### config.mk
export PLATFORM = sky130hd
export DESIGN_NAME = ddmtd_core
export DESIGN_NICKNAME = d
export VERILOG_FILES = /design/src/rtl/ddmtd_pkg.sv /design/src/rtl/ddmtd_beat_chan.sv /design/src/rtl/ddmtd_phase_diff.sv /design/src/rtl/ddmtd_core.sv
export SDC_FILE = /design/constraint.sdc
export NUM_CORES = 1
export LEC_CHECK = 0
export BUFFER_PORTS_ARGS = -buffer_cell sky130_fd_sc_hd__buf_2
export CELL_PAD_IN_SITES_DETAIL_PLACEMENT = 0
export CELL_PAD_IN_SITES_GLOBAL_PLACEMENT = 1
export CORE_MARGIN = 10
export CORE_UTILIZATION = 35
export CTS_CLUSTER_DIAMETER = 200
export DETAILED_ROUTE_END_ITERATION = 8
export PLACE_DENSITY_LB_ADDON = 0.1
export SLEW_MARGIN = 20
export SYNTH_ARGS = -nofsm -noshare
export SYNTH_HDL_FRONTEND = slang
export SYNTH_SLANG_ARGS = --single-unit
### constraint.sdc
create_clock -name clk -period 4.1 [get_ports clk]
set_input_delay 0.41 -clock clk [delete_from_list [all_inputs] [get_ports clk]]
set_output_delay 0.41 -clock clk [all_outputs]
set_load 0.02 [all_outputs]
### src/rtl/ddmtd_pkg.sv
package ddmtd_pkg;
    typedef enum logic [1:0] {
        ST_DISARMED = 2'd0,
        ST_ARMED    = 2'd1,
        ST_WINDOW   = 2'd2
    } chan_state_t;
endpackage

### src/rtl/ddmtd_beat_chan.sv
module ddmtd_beat_chan
    import ddmtd_pkg::*;
#(
    parameter int TS_W      = 32,
    parameter int ARM_LOW   = 64,
    parameter int STABLE_HI = 32
) (
    input  logic            clk,
    input  logic            rst,
    input  logic            raw_i,
    input  logic [TS_W-1:0] now_i,
    output logic            samp_o,
    output logic            edge_valid_o,
    output logic [TS_W-1:0] edge_ts_o
);
    localparam int LOW_W = $clog2(ARM_LOW + 1);
    localparam int HI_W  = $clog2(STABLE_HI + 1);
    localparam logic [LOW_W-1:0] LOW_LAST = LOW_W'(ARM_LOW - 1);
    localparam logic [HI_W-1:0]  HI_LAST  = HI_W'(STABLE_HI - 1);

    chan_state_t     state, nxt;
    logic            samp_q;
    logic [LOW_W-1:0] low_cnt;
    logic [HI_W-1:0]  hi_cnt;
    logic [TS_W-1:0]  zero_cnt;
    logic [TS_W-1:0]  win_start;

    // sampling register on the offset clock
    always_ff @(posedge clk) begin
        if (rst) samp_q <= 1'b0;
        else     samp_q <= raw_i;
    end

    always_comb begin
        nxt = state;
        unique case (state)
            ST_DISARMED: if (!samp_q && low_cnt == LOW_LAST) nxt = ST_ARMED;
            ST_ARMED:    if (samp_q) nxt = ST_WINDOW;
            ST_WINDOW:   if (samp_q && hi_cnt == HI_LAST) nxt = ST_DISARMED;
            default:     nxt = ST_DISARMED;
        endcase
    end

    always_ff @(posedge clk) begin
        if (rst) state <= ST_DISARMED;
        else     state <= nxt;
    end

    always_ff @(posedge clk) begin
        if (rst) begin
            low_cnt      <= '0;
            hi_cnt       <= '0;
            zero_cnt     <= '0;
            win_start    <= '0;
            edge_valid_o <= 1'b0;
            edge_ts_o    <= '0;
        end else begin
            edge_valid_o <= 1'b0;
            unique case (state)
                ST_DISARMED: low_cnt <= samp_q ? '0 : low_cnt + 1'b1;
                ST_ARMED: begin
                    if (samp_q) begin
                        win_start <= now_i;
                        zero_cnt  <= '0;
                        hi_cnt    <= HI_W'(1);
                    end
                end
                ST_WINDOW: begin
                    if (samp_q) begin
                        if (hi_cnt == HI_LAST) begin
                            edge_valid_o <= 1'b1;
                            edge_ts_o    <= win_start + zero_cnt;
                            low_cnt      <= '0;
                        end else begin
                            hi_cnt <= hi_cnt + 1'b1;
                        end
                    end else begin
                        zero_cnt <= zero_cnt + 1'b1;
                        hi_cnt   <= '0;
                    end
                end
                default: low_cnt <= '0;
            endcase
        end
    end

    assign samp_o = samp_q;
endmodule

### src/rtl/ddmtd_phase_diff.sv
module ddmtd_phase_diff #(
    parameter int TS_W = 32
) (
    input  logic                   clk,
    input  logic                   rst,
    input  logic                   va_i,
    input  logic [TS_W-1:0]        tsa_i,
    input  logic                   vb_i,
    input  logic [TS_W-1:0]        tsb_i,
    output logic                   diff_valid_o,
    output logic signed [TS_W-1:0] diff_o
);
    logic            pend_a, pend_b;
    logic [TS_W-1:0] held_a, held_b;
    logic            pa_n, pb_n;
    logic [TS_W-1:0] ta_n, tb_n;

    always_comb begin
        pa_n = pend_a | va_i;
        pb_n = pend_b | vb_i;
        ta_n = va_i ? tsa_i : held_a;
        tb_n = vb_i ? tsb_i : held_b;
    end

    always_ff @(posedge clk) begin
        if (rst) begin
            pend_a       <= 1'b0;
            pend_b       <= 1'b0;
            held_a       <= '0;
            held_b       <= '0;
            diff_valid_o <= 1'b0;
            diff_o       <= '0;
        end else begin
            diff_valid_o <= 1'b0;
            held_a       <= ta_n;
            held_b       <= tb_n;
            if (pa_n && pb_n) begin
                diff_valid_o <= 1'b1;
                diff_o       <= $signed(tb_n - ta_n);
                pend_a       <= 1'b0;
                pend_b       <= 1'b0;
            end else begin
                pend_a <= pa_n;
                pend_b <= pb_n;
            end
        end
    end
endmodule

### src/rtl/ddmtd_core.sv
module ddmtd_core #(
    parameter int TS_W      = 32,
    parameter int ARM_LOW   = 64,
    parameter int STABLE_HI = 32
) (
    input  logic                   clk,
    input  logic                   rst,
    input  logic                   ref_a_i,
    input  logic                   ref_b_i,
    output logic                   edge_valid_a_o,
    output logic [TS_W-1:0]        edge_ts_a_o,
    output logic                   edge_valid_b_o,
    output logic [TS_W-1:0]        edge_ts_b_o,
    output logic                   diff_valid_o,
    output logic signed [TS_W-1:0] diff_o
);
    localparam int NCH = 2;

    logic [TS_W-1:0] tbase;
    logic [NCH-1:0]  raw;
    logic [NCH-1:0]  samp;
    logic [NCH-1:0]  ev;
    logic [TS_W-1:0] ets [NCH];

    assign raw = {ref_b_i, ref_a_i};

    always_ff @(posedge clk) begin
        if (rst) tbase <= '0;
        else     tbase <= tbase + 1'b1;
    end

    for (genvar g = 0; g < NCH; g++) begin : g_chan
        ddmtd_beat_chan #(
            .TS_W(TS_W), .ARM_LOW(ARM_LOW), .STABLE_HI(STABLE_HI)
        ) u_chan (
            .clk(clk), .rst(rst), .raw_i(raw[g]), .now_i(tbase),
            .samp_o(samp[g]), .edge_valid_o(ev[g]), .edge_ts_o(ets[g])
        );
    end

    ddmtd_phase_diff #(.TS_W(TS_W)) u_diff (
        .clk(clk), .rst(rst),
        .va_i(ev[0]), .tsa_i(ets[0]),
        .vb_i(ev[1]), .tsb_i(ets[1]),
        .diff_valid_o(diff_valid_o), .diff_o(diff_o)
    );

    assign edge_valid_a_o = ev[0];
    assign edge_ts_a_o    = ets[0];
    assign edge_valid_b_o = ev[1];
    assign edge_ts_b_o    = ets[1];
endmodule

==> run_results.csv <==
group,metric,value,unit
status,status,"finished clean",
detailed_routing,dr.pass1.iters,5,
finish,areaGrowthSynthToFinish,12.8,%
global_route,antenna_found_initial,1,
logic_synthesis,syn_avg_cell_area,8.26,µm²
power_and_ir_drop,powerDensity,368,nW/µm²
critical_path,worst_setup_path_end_kind,"flop",
logic_synthesis,syn_area,18700,µm²
floorplan,dieWidth,251,µm
job,max_cap_violations,0,
logic_synthesis,netlist_instances,2269,
detailed_routing,ant_nets,0,
logic_synthesis,synthTopCellsByCount,"dfxtp_1, nand2_1, nor2_1",
detailed_routing,finalWirelength,59.4,mm
detailed_routing,drt_iter0_markers,968,
hold_path,hp-class,"in -> reg",
finish,final_cell_area,21100,µm²
clocking,post_cts_buffers,0,
logic_synthesis,synth-edff-count,0,
critical_path,crit_family,"compound AO/OA/AOI/OAI gates",
floorplan,num_io_pins,103,
clocking,clock_path_buffers,3,
placement,gp_congestion,0.883,
critical_path,reg2reg_slack,0.40,ns
clocking,cts_resized,0,
power_and_ir_drop,p_leak,8.47,nW
detailed_routing,drcViolationCount,0,
floorplan,core_area,52800,µm²
critical_path,arrival,4.19,ns
timing,finClkSkew,0.0244,ns
critical_path,crit_type,"reg -> reg",
global_route,grt_first_pass_wirelength,91.9,mm
detailed_routing,routedWlPerCell,19.5,µm
finish,nets,2440,
placement,port_buffers,102,
detailed_routing,viasPerCell,5.27,
detailed_routing,dr_total_vias,16000,
logic_synthesis,synth.distinct_cells,80,
global_route,grt_usage,0.184,
critical_path,crit_slowest_cell,"a2111oi_0",
critical_path,critical_path_buf_inv_count,2,
timing,fin_ws,0.404,ns
clocking,clock_latency,0.58,ns
critical_path,cp_slowest_stage_delay,0.52,ns
placement,placed_area,19800,µm²
clocking,cts_sinks,357,
logic_synthesis,synthArstFlopShare,0,
power_and_ir_drop,vdd_drop_max,366,µV
logic_synthesis,synth_top_area_cell,"dfxtp_1",
global_route,grt_max_degree,72,
timing,fmax,271,MHz
placement,dp_hpwl,45.0,mm
clocking,path_clk_slew,0.05,ns
logic_synthesis,synth_flop_cell,"dfxtp_1",
timing,slew_headroom,0.267,
clocking,cts_buffers,44,
logic_synthesis,syn_nets,2382,
timing,rsz0062_at_grt,"false",
finish,fin_util,0.401,
timing,finalMaxSlewViolations,0,
floorplan,rows,84,
clocking,cts_root_buf,"clkbuf_16",
logic_synthesis,yosys.area.top_type_share,0.381,
logic_synthesis,synth.area.top_cells,"dfxtp_1, ha_1, nand2_1",
critical_path,cp_max_fo,35,
logic_synthesis,yosys_warnings,0,
clocking,cts_tree,"built",
floorplan,die_h,251,µm
critical_path,cp.required,4.59,ns
logic_synthesis,ys_ff_latch,357,
global_route,grt_pass1_vias,15200,
floorplan,dieArea,63200,µm²
critical_path,start_kind,"flop",
timing,fin_tns_setup,0,ns
timing,min_period_over_period,0.902,
timing,finalCriticalPeriod,3.70,ns
logic_synthesis,ys_seq_area_frac,0.381,
logic_synthesis,yosysMostFrequentCell,"dfxtp_1",
timing,setup_viol_count_final,0,
clocking,postCtsHoldBufs,0,
critical_path,crit_top_cell,"o21ai_0",
placement,pre_cts_slack,0.503,ns
clocking,htree_levels,2,
finish,antenna_cells,0,
critical_path,crit_chain,"buf_12 -> mux2i_1 -> inv_1 -> ha_1 -> nor2b_1 -> o31a_1 -> o21a_1 -> o21ai_0 -> o21ai_0 -> a2111oi_0 -> a31oi_1 -> a21oi_1",
finish,drive_gt1_frac,0.105,
timing,hold_viol_final,0,
timing,worst_pin_slew,1.10,ns
floorplan,start_util,0.355,
global_route,grt-ovfl-total,0,
-- worst reg2reg max path: stages (launching register included) --
cell and delay [ns]:
dfxtp_1 0.36, buf_12 0.23, mux2i_1 0.41, inv_1 0.08, ha_1 0.30, nor2b_1 0.14, o31a_1 0.30, o21a_1 0.21
o21ai_0 0.41, o21ai_0 0.40, a2111oi_0 0.52, a31oi_1 0.10, a21oi_1 0.16
-- state kept, by name (all words and copies together) (netlist names) --
signal,flops
g_chan.u_chan.edge_ts_o,64
g_chan.u_chan.edge_valid_o,2
g_chan.u_chan.hi_cnt,12
g_chan.u_chan.low_cnt,14
g_chan.u_chan.samp_o,2
g_chan.u_chan.state,4
g_chan.u_chan.win_start,64
g_chan.u_chan.zero_cnt,64
tbase,32
u_diff.diff_o,32
u_diff.diff_valid_o,1
u_diff.held_a,32
u_diff.held_b,32
u_diff.pend_a,1
u_diff.pend_b,1
-- layout make-up --
cell class,instances,area (µm²)
inverters,38,143
multi-input cells,1764,11000
clock inverters,9,45.0
clock buffers,65,1250
fillers,5429,31600
repair buffers,122,694
well taps,688,861
flip-flops and latches,357,7150
-- path summary, 6_finish.rpt --
| kind | start | to | cells past startpoint |
|---|---|---|---|
| max | g_chan[1].u_chan.edge_valid_o$_SDFF_PP0_ | u_diff.diff_o[31]$_SDFFE_PP0P_ | 12 |
| min | ref_a_i | g_chan[0].u_chan.samp_o$_SDFF_PP0_ | 2 |
| max reg2reg | g_chan[1].u_chan.edge_valid_o$_SDFF_PP0_ | u_diff.diff_o[31]$_SDFFE_PP0P_ | 12 |
| min reg2reg | u_diff.diff_o[9]$_SDFFE_PP0P_ | u_diff.diff_o[9]$_SDFFE_PP0P_ | 2 |
-- layout by cell type, fill, tap and decap left out, types with 9 or more instances in the layout --
cell type / count
ha_1: 106
buf_4: 18
clkbuf_16: 45
a211oi_1: 19
o21ai_0: 77
nand3_1: 73
buf_2: 101
inv_1: 37
nor2b_1: 21
xor2_1: 84
a31oi_1: 18
o21bai_1: 18
o31ai_1: 9
nor2_1: 225
dfxtp_1: 356
a21o_1: 39
xnor2_1: 65
nand2_1: 333
and2_1: 47
clkbuf_1: 15
nand4_1: 49
a21oi_1: 218
mux2i_1: 43
nand2b_1: 16
and4_1: 10
nor3_1: 54
clkinv_2: 9
or3_1: 29
mux2_2: 32
and3_1: 27
o21a_1: 19
-- report_power, final --
group	total (mW)	internal, mW	leakage [nW]	switching (mW)
registers	3.57	3.52	2.88	0.0489
logic	0.618	0.171	4.95	0.446
clock network	3.60	2.09	0.643	1.51
-- kinds of logic after synthesis --
kind of cell	after synthesis	synth area share
AO/OA/AOI/OAI	497	0.165
adder cells (fa/ha/maj)	109	0.0740
flip-flops	357	0.381
buffers and inverters	148	0.0322
AND/OR/NAND/NOR	934	0.236
multiplexers	75	0.0422
XOR/XNOR	149	0.0696
-- stage by stage --
stage | cells | power (mW) | hold slack (ns)
after floorplan | 2269 | 4.11 | 0.435
after global placement | 2969 | 4.27 | 0.437
after detailed placement | 2969 | 4.27 | 0.442
after CTS | 3043 | 7.92 | 0.0215
after global routing | 3043 | 8.14 | 0.0507
final | 3043 | 7.79 | 0.0584
-- metal layers --
| metal | GRT usage | wire [µm] | up-vias |
|---|---|---|---|
| met3 | 0.0318 | 2550 | 69 |
| met4 | 0.0412 | 1080 | 0 |
| li1 | - | - | 8110 |
| met5 | 0 | 0 | - |
| met1 | 0.261 | 29700 | 7597 |
| met2 | 0.287 | 26100 | 268 |
Power figures use the tool's default switching activity.
